### src/rtl/txf_pkg.sv
package txf_pkg;
    localparam int DATA_W  = 8;
    localparam int FRAME_W = DATA_W + 2;
    localparam int CNT_W   = $clog2(FRAME_W + 1);

    typedef enum logic [2:0] {
        K_NONE  = 3'd0,
        K_GUARD = 3'd1,
        K_BREAK = 3'd2,
        K_PRE   = 3'd3,
        K_DATA  = 3'd4
    } kind_e;

    typedef struct packed {
        logic [FRAME_W-1:0] bits;
        logic [CNT_W-1:0]   len;
        kind_e              kind;
    } frame_t;

    // Bit 0 of bits is sent first.
    function automatic frame_t make_frame(kind_e k, logic [DATA_W-1:0] d);
        frame_t f;
        f.kind = k;
        case (k)
            K_GUARD: begin f.bits = '1; f.len = CNT_W'(1); end
            K_BREAK: begin f.bits = '0; f.len = CNT_W'(FRAME_W); end
            K_PRE:   begin f.bits = '1; f.len = CNT_W'(FRAME_W); end
            K_DATA:  begin f.bits = {1'b1, d, 1'b0}; f.len = CNT_W'(FRAME_W); end
            default: begin f.bits = '1; f.len = '0; end
        endcase
        return f;
    endfunction
endpackage

### src/rtl/txf_shifter.sv
module txf_shifter
    import txf_pkg::*;
(
    input  logic               clk,
    input  logic               rst,
    input  logic               tick,
    input  logic               load,
    input  logic [FRAME_W-1:0] ld_bits,
    input  logic [CNT_W-1:0]   ld_len,
    output logic               txd,
    output logic               ready,
    output logic               active,
    output logic               frame_end
);
    logic [FRAME_W-1:0] sh;
    logic [CNT_W-1:0]   cnt;

    assign ready     = (cnt == '0);
    assign frame_end = tick && ready && active && !load;

    always_ff @(posedge clk) begin
        if (rst) begin
            sh     <= '1;
            cnt    <= '0;
            txd    <= 1'b1;
            active <= 1'b0;
        end else if (tick) begin
            if (!ready) begin
                txd <= sh[0];
                sh  <= {1'b1, sh[FRAME_W-1:1]};
                cnt <= cnt - CNT_W'(1);
            end else if (load) begin
                txd    <= ld_bits[0];
                sh     <= {1'b1, ld_bits[FRAME_W-1:1]};
                cnt    <= ld_len - CNT_W'(1);
                active <= 1'b1;
            end else begin
                txd    <= 1'b1;
                active <= 1'b0;
            end
        end
    end

    // with no frame on the line the output rests at mark
    assert_idle_mark_R3: assert property (@(posedge clk) disable iff (rst)
        !active |-> txd);
    // the bit counter never exceeds one frame
    assert_cnt_bound_R2: assert property (@(posedge clk) disable iff (rst)
        cnt < CNT_W'(FRAME_W));
endmodule

### src/rtl/txf_sequencer.sv
module txf_sequencer
    import txf_pkg::*;
(
    input  logic               clk,
    input  logic               rst,
    input  logic               tick,
    input  logic               ready,
    input  logic               active,
    input  logic               en,
    input  logic               brk,
    input  logic               tdre,
    input  logic [DATA_W-1:0]  hold,
    output logic               load,
    output logic               take_data,
    output logic [FRAME_W-1:0] ld_bits,
    output logic [CNT_W-1:0]   ld_len
);
    logic  en_q, brk_q;
    logic  pend_guard, pend_brk, pend_pre;
    kind_e pick;
    frame_t frm;

    always_comb begin
        pick = K_NONE;
        if (en) begin
            if (pend_guard)    pick = K_GUARD;
            else if (pend_brk) pick = K_BREAK;
            else if (pend_pre) pick = K_PRE;
            else if (brk)      pick = K_BREAK;
            else if (!tdre)    pick = K_DATA;
        end
    end

    assign load      = tick && ready && (pick != K_NONE);
    assign take_data = load && (pick == K_DATA);
    assign frm       = make_frame(pick, hold);
    assign ld_bits   = frm.bits;
    assign ld_len    = frm.len;

    always_ff @(posedge clk) begin
        if (rst) begin
            en_q       <= 1'b0;
            brk_q      <= 1'b0;
            pend_guard <= 1'b0;
            pend_brk   <= 1'b0;
            pend_pre   <= 1'b0;
        end else begin
            en_q  <= en;
            brk_q <= brk;
            if (load && pick == K_GUARD) pend_guard <= 1'b0;
            if (load && pick == K_BREAK) pend_brk   <= 1'b0;
            if (load && pick == K_PRE)   pend_pre   <= 1'b0;
            if (en && !en_q) begin
                if (active) pend_pre   <= 1'b1;
                else        pend_guard <= 1'b1;
            end
            if (!brk && brk_q) pend_brk <= 1'b1;
        end
    end

    // data is only taken from a full holding register
    assert_take_full_R9: assert property (@(posedge clk) disable iff (rst)
        take_data |-> !tdre);
    // no data frame starts while a break is requested or queued
    assert_brk_blocks_data_R6: assert property (@(posedge clk) disable iff (rst)
        take_data |-> (!brk && !pend_brk));
    // frames start only at a bit boundary with the shifter free
    assert_load_on_boundary_R2: assert property (@(posedge clk) disable iff (rst)
        load |-> (tick && ready));
endmodule

### src/rtl/txf_flags.sv
module txf_flags
    import txf_pkg::*;
(
    input  logic              clk,
    input  logic              rst,
    input  logic              wr,
    input  logic [DATA_W-1:0] wdata,
    input  logic              take_data,
    input  logic              load,
    input  logic              frame_end,
    input  logic              ie_empty,
    input  logic              ie_done,
    output logic [DATA_W-1:0] hold,
    output logic              tdre,
    output logic              tc,
    output logic              irq
);
    always_ff @(posedge clk) begin
        if (rst) begin
            hold <= '0;
            tdre <= 1'b1;
            tc   <= 1'b0;
            irq  <= 1'b0;
        end else begin
            if (take_data) tdre <= 1'b1;
            if (wr) begin
                hold <= wdata;
                tdre <= 1'b0;
            end
            if (load)           tc <= 1'b0;
            else if (frame_end) tc <= 1'b1;
            irq <= (ie_empty && tdre) || (ie_done && tc);
        end
    end

    // a write always leaves the holding register full
    assert_wr_fills_R9: assert property (@(posedge clk) disable iff (rst)
        wr |=> !tdre);
    // a frame ending with nothing behind it raises the quiet flag
    assert_end_sets_tc_R10: assert property (@(posedge clk) disable iff (rst)
        frame_end |=> tc);
    // any frame start clears the quiet flag
    assert_load_clears_tc_R10: assert property (@(posedge clk) disable iff (rst)
        load |=> !tc);
    // with both enables off no request appears
    assert_irq_gated_R11: assert property (@(posedge clk) disable iff (rst)
        !(ie_empty || ie_done) |=> !irq);
endmodule

### src/rtl/async_tx_framer.sv
module async_tx_framer
    import txf_pkg::*;
(
    input  logic              clk,
    input  logic              rst,
    input  logic              baud_tick,
    input  logic              tx_en,
    input  logic              brk_req,
    input  logic              dr_wr,
    input  logic [DATA_W-1:0] dr_wdata,
    input  logic              ie_empty,
    input  logic              ie_done,
    output logic              txd,
    output logic              tx_empty,
    output logic              tx_done,
    output logic              irq
);
    logic               ready, active, frame_end, load, take_data;
    logic [FRAME_W-1:0] ld_bits;
    logic [CNT_W-1:0]   ld_len;
    logic [DATA_W-1:0]  hold;

    txf_sequencer u_seq (
        .clk(clk), .rst(rst), .tick(baud_tick), .ready(ready), .active(active),
        .en(tx_en), .brk(brk_req), .tdre(tx_empty), .hold(hold),
        .load(load), .take_data(take_data), .ld_bits(ld_bits), .ld_len(ld_len)
    );

    txf_shifter u_shift (
        .clk(clk), .rst(rst), .tick(baud_tick), .load(load),
        .ld_bits(ld_bits), .ld_len(ld_len),
        .txd(txd), .ready(ready), .active(active), .frame_end(frame_end)
    );

    txf_flags u_flags (
        .clk(clk), .rst(rst), .wr(dr_wr), .wdata(dr_wdata),
        .take_data(take_data), .load(load), .frame_end(frame_end),
        .ie_empty(ie_empty), .ie_done(ie_done),
        .hold(hold), .tdre(tx_empty), .tc(tx_done), .irq(irq)
    );
endmodule

### config.mk
export PLATFORM = sky130hd
export DESIGN_NAME = async_tx_framer
export DESIGN_NICKNAME = d
export VERILOG_FILES = /design/src/rtl/txf_pkg.sv /design/src/rtl/txf_shifter.sv /design/src/rtl/txf_sequencer.sv /design/src/rtl/txf_flags.sv /design/src/rtl/async_tx_framer.sv
export SDC_FILE = /design/constraint.sdc
export NUM_CORES = 1
export LEC_CHECK = 0
export BUFFER_PORTS_ARGS = -buffer_cell sky130_fd_sc_hd__buf_2
export CORE_MARGIN = 4
export CORE_UTILIZATION = 59
export CTS_CLUSTER_SIZE = 14
export DETAILED_ROUTE_END_ITERATION = 10
export HOLD_SLACK_MARGIN = 0.15
export PLACE_DENSITY = 0.93
export RECOVER_POWER = 50
export SLEW_MARGIN = 20
export SYNTH_ARGS = -nofsm -noshare
export SYNTH_HDL_FRONTEND = slang
export SYNTH_SLANG_ARGS = --single-unit
### constraint.sdc
create_clock -name clk -period 3.05 [get_ports clk]
set_clock_uncertainty 0.15 [all_clocks]
set_input_delay 0.61 -clock clk [delete_from_list [all_inputs] [get_ports clk]]
set_output_delay 0.61 -clock clk [all_outputs]
set_load 0.05 [all_outputs]
[After elaboration in Yosys (flattened, before gate mapping)]
Cells that the tools add are included.
Cells by class
  $add $sub $neg: 2
  eq/ne operators: 5
  mux-type cells: 24
  reductions and logical operators: 23
Operator list (count)
  $pmux W14 S4: 1
  $mux W10: 2
  $mux W3: 6
  $mux W1: 13
  $logic_and A1 B1 Y1: 12
  $mux W4: 2
  $sub A4 B1 Y4 const B: 2
  $eq A3 B2 Y1 const B: 2
  $logic_not A4 Y1: 1
  $reduce_and A2 Y1: 2
  $reduce_bool A2 Y1: 2
  $eq A3 B1 Y1 const B: 1
  $eq A3 B3 Y1 const B: 1
  $logic_not A1 Y1: 3
  $reduce_bool A3 Y1: 1
  $ne A2 B2 Y1 const B: 1
  $reduce_or A2 Y1: 1
  $logic_or A1 B1 Y1: 1
Word-level totals
  register bits after elaboration: 32
  output and inout port bits: 4

[Longest topological paths before layout]
  word-level depth: 12
  depth in mapped cells: 7
  gate-level depth less buffers: 7

[By module]
Synthesis repeated with hierarchy kept, for this count alone.
Second synthesis, totals
  cell total of the unflattened synthesis: 188
  area, all modules: 1641.6 um^2
Modules (own cells, without submodules)
  txf_shifter: instances 1, cells each 98, area an instance 862.1 um^2, sequential area each 300.3 um^2
  txf_sequencer: instances 1, cells each 55, area an instance 401.6 um^2, sequential area each 100.1 um^2
  txf_flags: instances 1, cells each 35, area an instance 377.9 um^2, sequential area each 220.2 um^2

[Worst setup path after synthesis]
OpenSTA, ideal clock, no wires.
  path type: in2reg
  start point: in baud_tick
  end point: reg u_flags.tc
  arrival time: 1.655 ns
  setup slack: 1.159 ns
  stages on the path: 5
  path buffers: 1
  cell sequence: buf_4 or4b_4 nor2_8 a21oi_1 a211oi_1
On the way
  longest elaborated chain between the ends: 4
Ends and longest elaborated chain
  start: declaration: line async_tx_framer.sv:6  | input logic baud_tick,
  $logic_and A1 B1 Y1 (*): line txf_shifter.sv:19, txf_sequencer.sv:34
  $logic_and A1 B1 Y1: line txf_sequencer.sv:34  | assign load = tick && ready && (pick != K_NONE);
  $logic_not A1 Y1: line txf_shifter.sv:19  | assign frame_end = tick && ready && active && !load;
  $logic_and A1 B1 Y1: line txf_shifter.sv:19
  end signal: assignment: line txf_flags.sv:22  | tc <= 1'b0;
  end signal: assignment: line txf_flags.sv:30  | if (load) tc <= 1'b0;
  end signal: assignment: line txf_flags.sv:31  | else if (frame_end) tc <= 1'b1;
  end: declaration: line txf_flags.sv:15  | output logic tc,
Mark *: on every way between the ends. The rest lies on a longest branch, timed or not.
A chain may end at the register's enable or synchronous reset.

==> Flow_metrics.wiki <==
{| class="wikitable"
! Metric !! Value
|-
| Outcome || completed
|-
| Fill cell total of the finished layout || 177
|-
| Share of layout cells above drive strength 1 || 18.9%
|-
| Clock net sink count || 31
|-
| Cell family with most CP delay || buffers and inverters
|-
| Routed Wire Length || 3.13 mm
|-
| Nets in the synthesized netlist || 172
|-
| Async S/R FF share, synth || 0%
|-
| Worst-case clock buffer depth || 2
|-
| Number of buffers added by the clock tree synthesis step || 5
|-
| Clock tree from TritonCTS || built
|-
| Reg2Reg Capture Point || u_shift.sh[0]
|-
| Transition time at the pin with the least slew margin || 1.34 ns
|-
| Setup repair after global routing missed its margin || no
|-
| Hold_sp || u_shift.txd
|-
| Number of design-rule violations left by the first detailed-router iteration || 91
|-
| Worst-path clk slew || 0.10 ns
|-
| Worst vdd rail ir drop || 0.635 mV
|-
| Final clock period utilization by the worst path || 66.2%
|-
| Pins Over Slew Limit || 0
|-
| Worst EP required || 3.08 ns
|-
| Area added between synthesis and finish || 13.2%
|-
| Count of unique library cells instantiated by Yosys || 40
|-
| Detailed-router iteration count before antenna repair || 5
|-
| CP Capture Type || flip-flop
|-
| Number of nets at the end of the flow || 191
|-
| Overall power after layout || 1.12 mW
|-
| Cell depth of the worst hold path || 2
|-
| Final design utilization || 70.8%
|-
| #FFs+latches synth || 31
|-
| Number of global-route vias before repair || 1204
|-
| Die X-Extent || 56.4 um
|-
| WL/cell || 15.4 um
|-
| Maximum clock rate || 0.495 GHz
|-
| Count of hold-fix buffers inserted at cts || 0
|-
| Slowest cell on the critical path || sky130_fd_sc_hd__clkbuf_1
|-
| Critical path startpoint category || input port
|-
| Buffering stage count on the worst path with inverters included || 2
|-
| Max-Slew Margin vs Limit || 10.9%
|-
| Per-cell via count in the routed design || 6.23
|-
| Placed wire-length estimate after detailed placement || 2.19 mm
|-
| Hold Violations, Final || 0
|-
| Routed vias || 1264
|-
| Origin of the critical flop-to-flop path || u_seq.pend_brk
|-
| Area of the placeable core || 2210 um2
|-
| Source-to-sink clock delay at the later pin of the worst-skew pair || 0.33 ns
|-
| Endpoints failing setup || 0
|-
| GRT Total Usage || 20.5%
|-
| Leakage power figure || 0.657 nW
|-
| Sequential area share after synthesis || 44.8%
|-
| Largest net degree at the start of global routing || 32
|-
| Post-Syn Instances || 155
|-
| Average footprint of a synthesized cell || 8.93 um2
|-
| Class of the tightest hold or removal check || reg -> reg
|-
| DRC violation count after routing || 0
|-
| Diodes inserted || 0
|-
| Power density over cell area || 713 nW/um2
|-
| # placed instances || 195
|-
| MaxCap Viol Count || 0
|-
| Post-detailed-route count of antenna-violating nets || 0
|-
| Number of warning messages in the yosys log || 0
|-
| Crit path time final || 2.02 ns
|-
| Critical Path Fanout Max || 31
|-
| R2r setup slk || 1.24 ns
|-
| Final Wtd Congestion || 0.909
|-
| Port-buffer cells || 19
|-
| Initial Utilization || 62.6%
|-
| Boundary Pins || 20
|-
| Buffers inserted by post-CTS timing repair || 0
|-
| Chip height || 56.4 um
|-
| Antenna violations before repair || 0
|-
| Data arrival time of the worst path || 2.05 ns
|-
| CP Class || in -> reg
|-
| Number of resized instances in the post-cts repair step || 0
|-
| Count of H-tree levels built during CTS || 2
|-
| Most common flop cell mapped by yosys || sky130_fd_sc_hd__dfxtp_1
|-
| Grt total ovfl || 0
|-
| Wire length of the first global-routing pass || 5.15 mm
|-
| Series of cell instances along the critical path || clkbuf_1 > inv_1 > nand3_1 > o31ai_1
|-
| Hold Path Sink || u_shift.txd
|-
| Number of enable flip-flop cells after synthesis || 0
|-
| Count of cells along the worst register-to-register path || 4
|-
| Root Driver || sky130_fd_sc_hd__clkbuf_4
|-
| Maximum single-stage delay on the critical path || 0.95 ns
|-
| Post-Synthesis Cell Area || 1380 um2
|-
| Standard-cell row count || 17
|-
| Total die area || 3180 um2
|-
| Fin cells || 203
|-
| Total negative setup slack || 0 ns
|}
[worst reg2reg max path, delay by kind of cell, from the launching register on]
| family | cells | cell delay [ns] |
|---|---|---|
| compound gates | 2 | 0.63 |
| flops | 1 | 0.36 |
| simple gates | 2 | 0.59 |
[logic make-up (layout without fill, tap and decap cells)]
kind of cell	Yosys count	in the layout	share of synthesized area, %
flops	31	31	44.8
compound gates	44	44	20.3
simple gates	61	61	25.1
mux	8	8	5.79
buf+inv	10	30	3.07
fa+ha+maj	1	1	0.904
[through the flow]
step	hold WS (ns)	cell area (um2)	setup WS, ns
2_1_floorplan	0.311	1380	1.16
3_3_place_gp	0.300	1480	0.985
3_5_place_dp	0.302	1480	0.913
4_1_cts	0.324	1570	1.19
5_1_grt	0.345	1570	0.879
6_report	0.318	1570	1.03
[per-layer routing]
layer / vias up / global-route usage [%] / share of wire, %
li1: 603 / - / -
met1: 585 / 24.1 / 41
met2: 67 / 33.0 / 48
met3: 9 / 6.21 / 9.0
met4: 0 / 11.2 / 1.6
met5: - / 0 / 0
[worst max path at each step]
stage	from	to	cells past startpoint	slack, ns
global placement	brk_req	u_shift.cnt[3]	5	0.99
finish	rst	u_shift.cnt[1]	4	1.03
floorplan	baud_tick	u_flags.tc	5	1.16
global route	rst	u_shift.cnt[1]	4	0.88
detailed placement	brk_req	u_shift.sh[1]	5	0.91
CTS	u_flags.tdre	tx_empty	1	1.19
[report_power, final]
part | internal (mW) | total [mW] | switching [mW]
Clock | 0.194 | 0.336 | 0.142
Combinational | 0.112 | 0.269 | 0.158
Sequential | 0.461 | 0.513 | 0.0513
[sequential cells by signal, indices dropped and copies added (netlist names)]
register	cells
u_seq.pend_guard	1
u_seq.pend_brk	1
u_shift.active	1
u_flags.tdre	1
u_flags.tc	1
u_shift.cnt	4
u_flags.hold	8
u_shift.sh	9
u_seq.brk_q	1
u_seq.en_q	1
u_seq.pend_pre	1
u_flags.irq	1
u_shift.txd	1
[area by class of cell]
class	count	area [um2]	share of cell area, %
flip-flops and latches	31	621	39.6
clock inverters	2	35.0	2.24
multi-input cells	114	721	46.0
repair buffers	19	92.6	5.91
clock buffers	6	51.3	3.27
inverters	3	11.3	0.719
well taps	28	35.0	2.24
[layout by cell type, fill, tap and decap left out, types with 2 or more instances in the layout]
cell type,count
sky130_fd_sc_hd__buf_2,17
sky130_fd_sc_hd__nor3_1,2
sky130_fd_sc_hd__nor2b_1,5
sky130_fd_sc_hd__o211ai_1,9
sky130_fd_sc_hd__a21oi_1,17
sky130_fd_sc_hd__nor2_1,23
sky130_fd_sc_hd__clkbuf_4,5
sky130_fd_sc_hd__nor4_1,2
sky130_fd_sc_hd__o21ai_0,6
sky130_fd_sc_hd__nand3b_1,2
sky130_fd_sc_hd__nand2b_1,3
sky130_fd_sc_hd__mux2i_1,8
sky130_fd_sc_hd__inv_1,3
sky130_fd_sc_hd__dfxtp_1,31
sky130_fd_sc_hd__clkbuf_1,2
sky130_fd_sc_hd__nand3_1,9
sky130_fd_sc_hd__nand2_1,6
[synthesized netlist by cell type, drive strengths merged (2+ instances only)]
master	instances	share of area (%)
clkbuf	4	1.1
o21ai	6	2.2
nor2	24	7.7
mux2i	8	5.8
nand3	10	4.5
nand2	6	1.6
nor2b	5	2.3
a21oi	17	6.1
nor4	3	1.8
inv	3	0.81
dfxtp	31	45
nand2b	3	1.4
nor3	2	0.72
nand3b	2	1.1
buf	3	1.2
o211ai	9	4.9
Power figures use the tool's default switching activity.
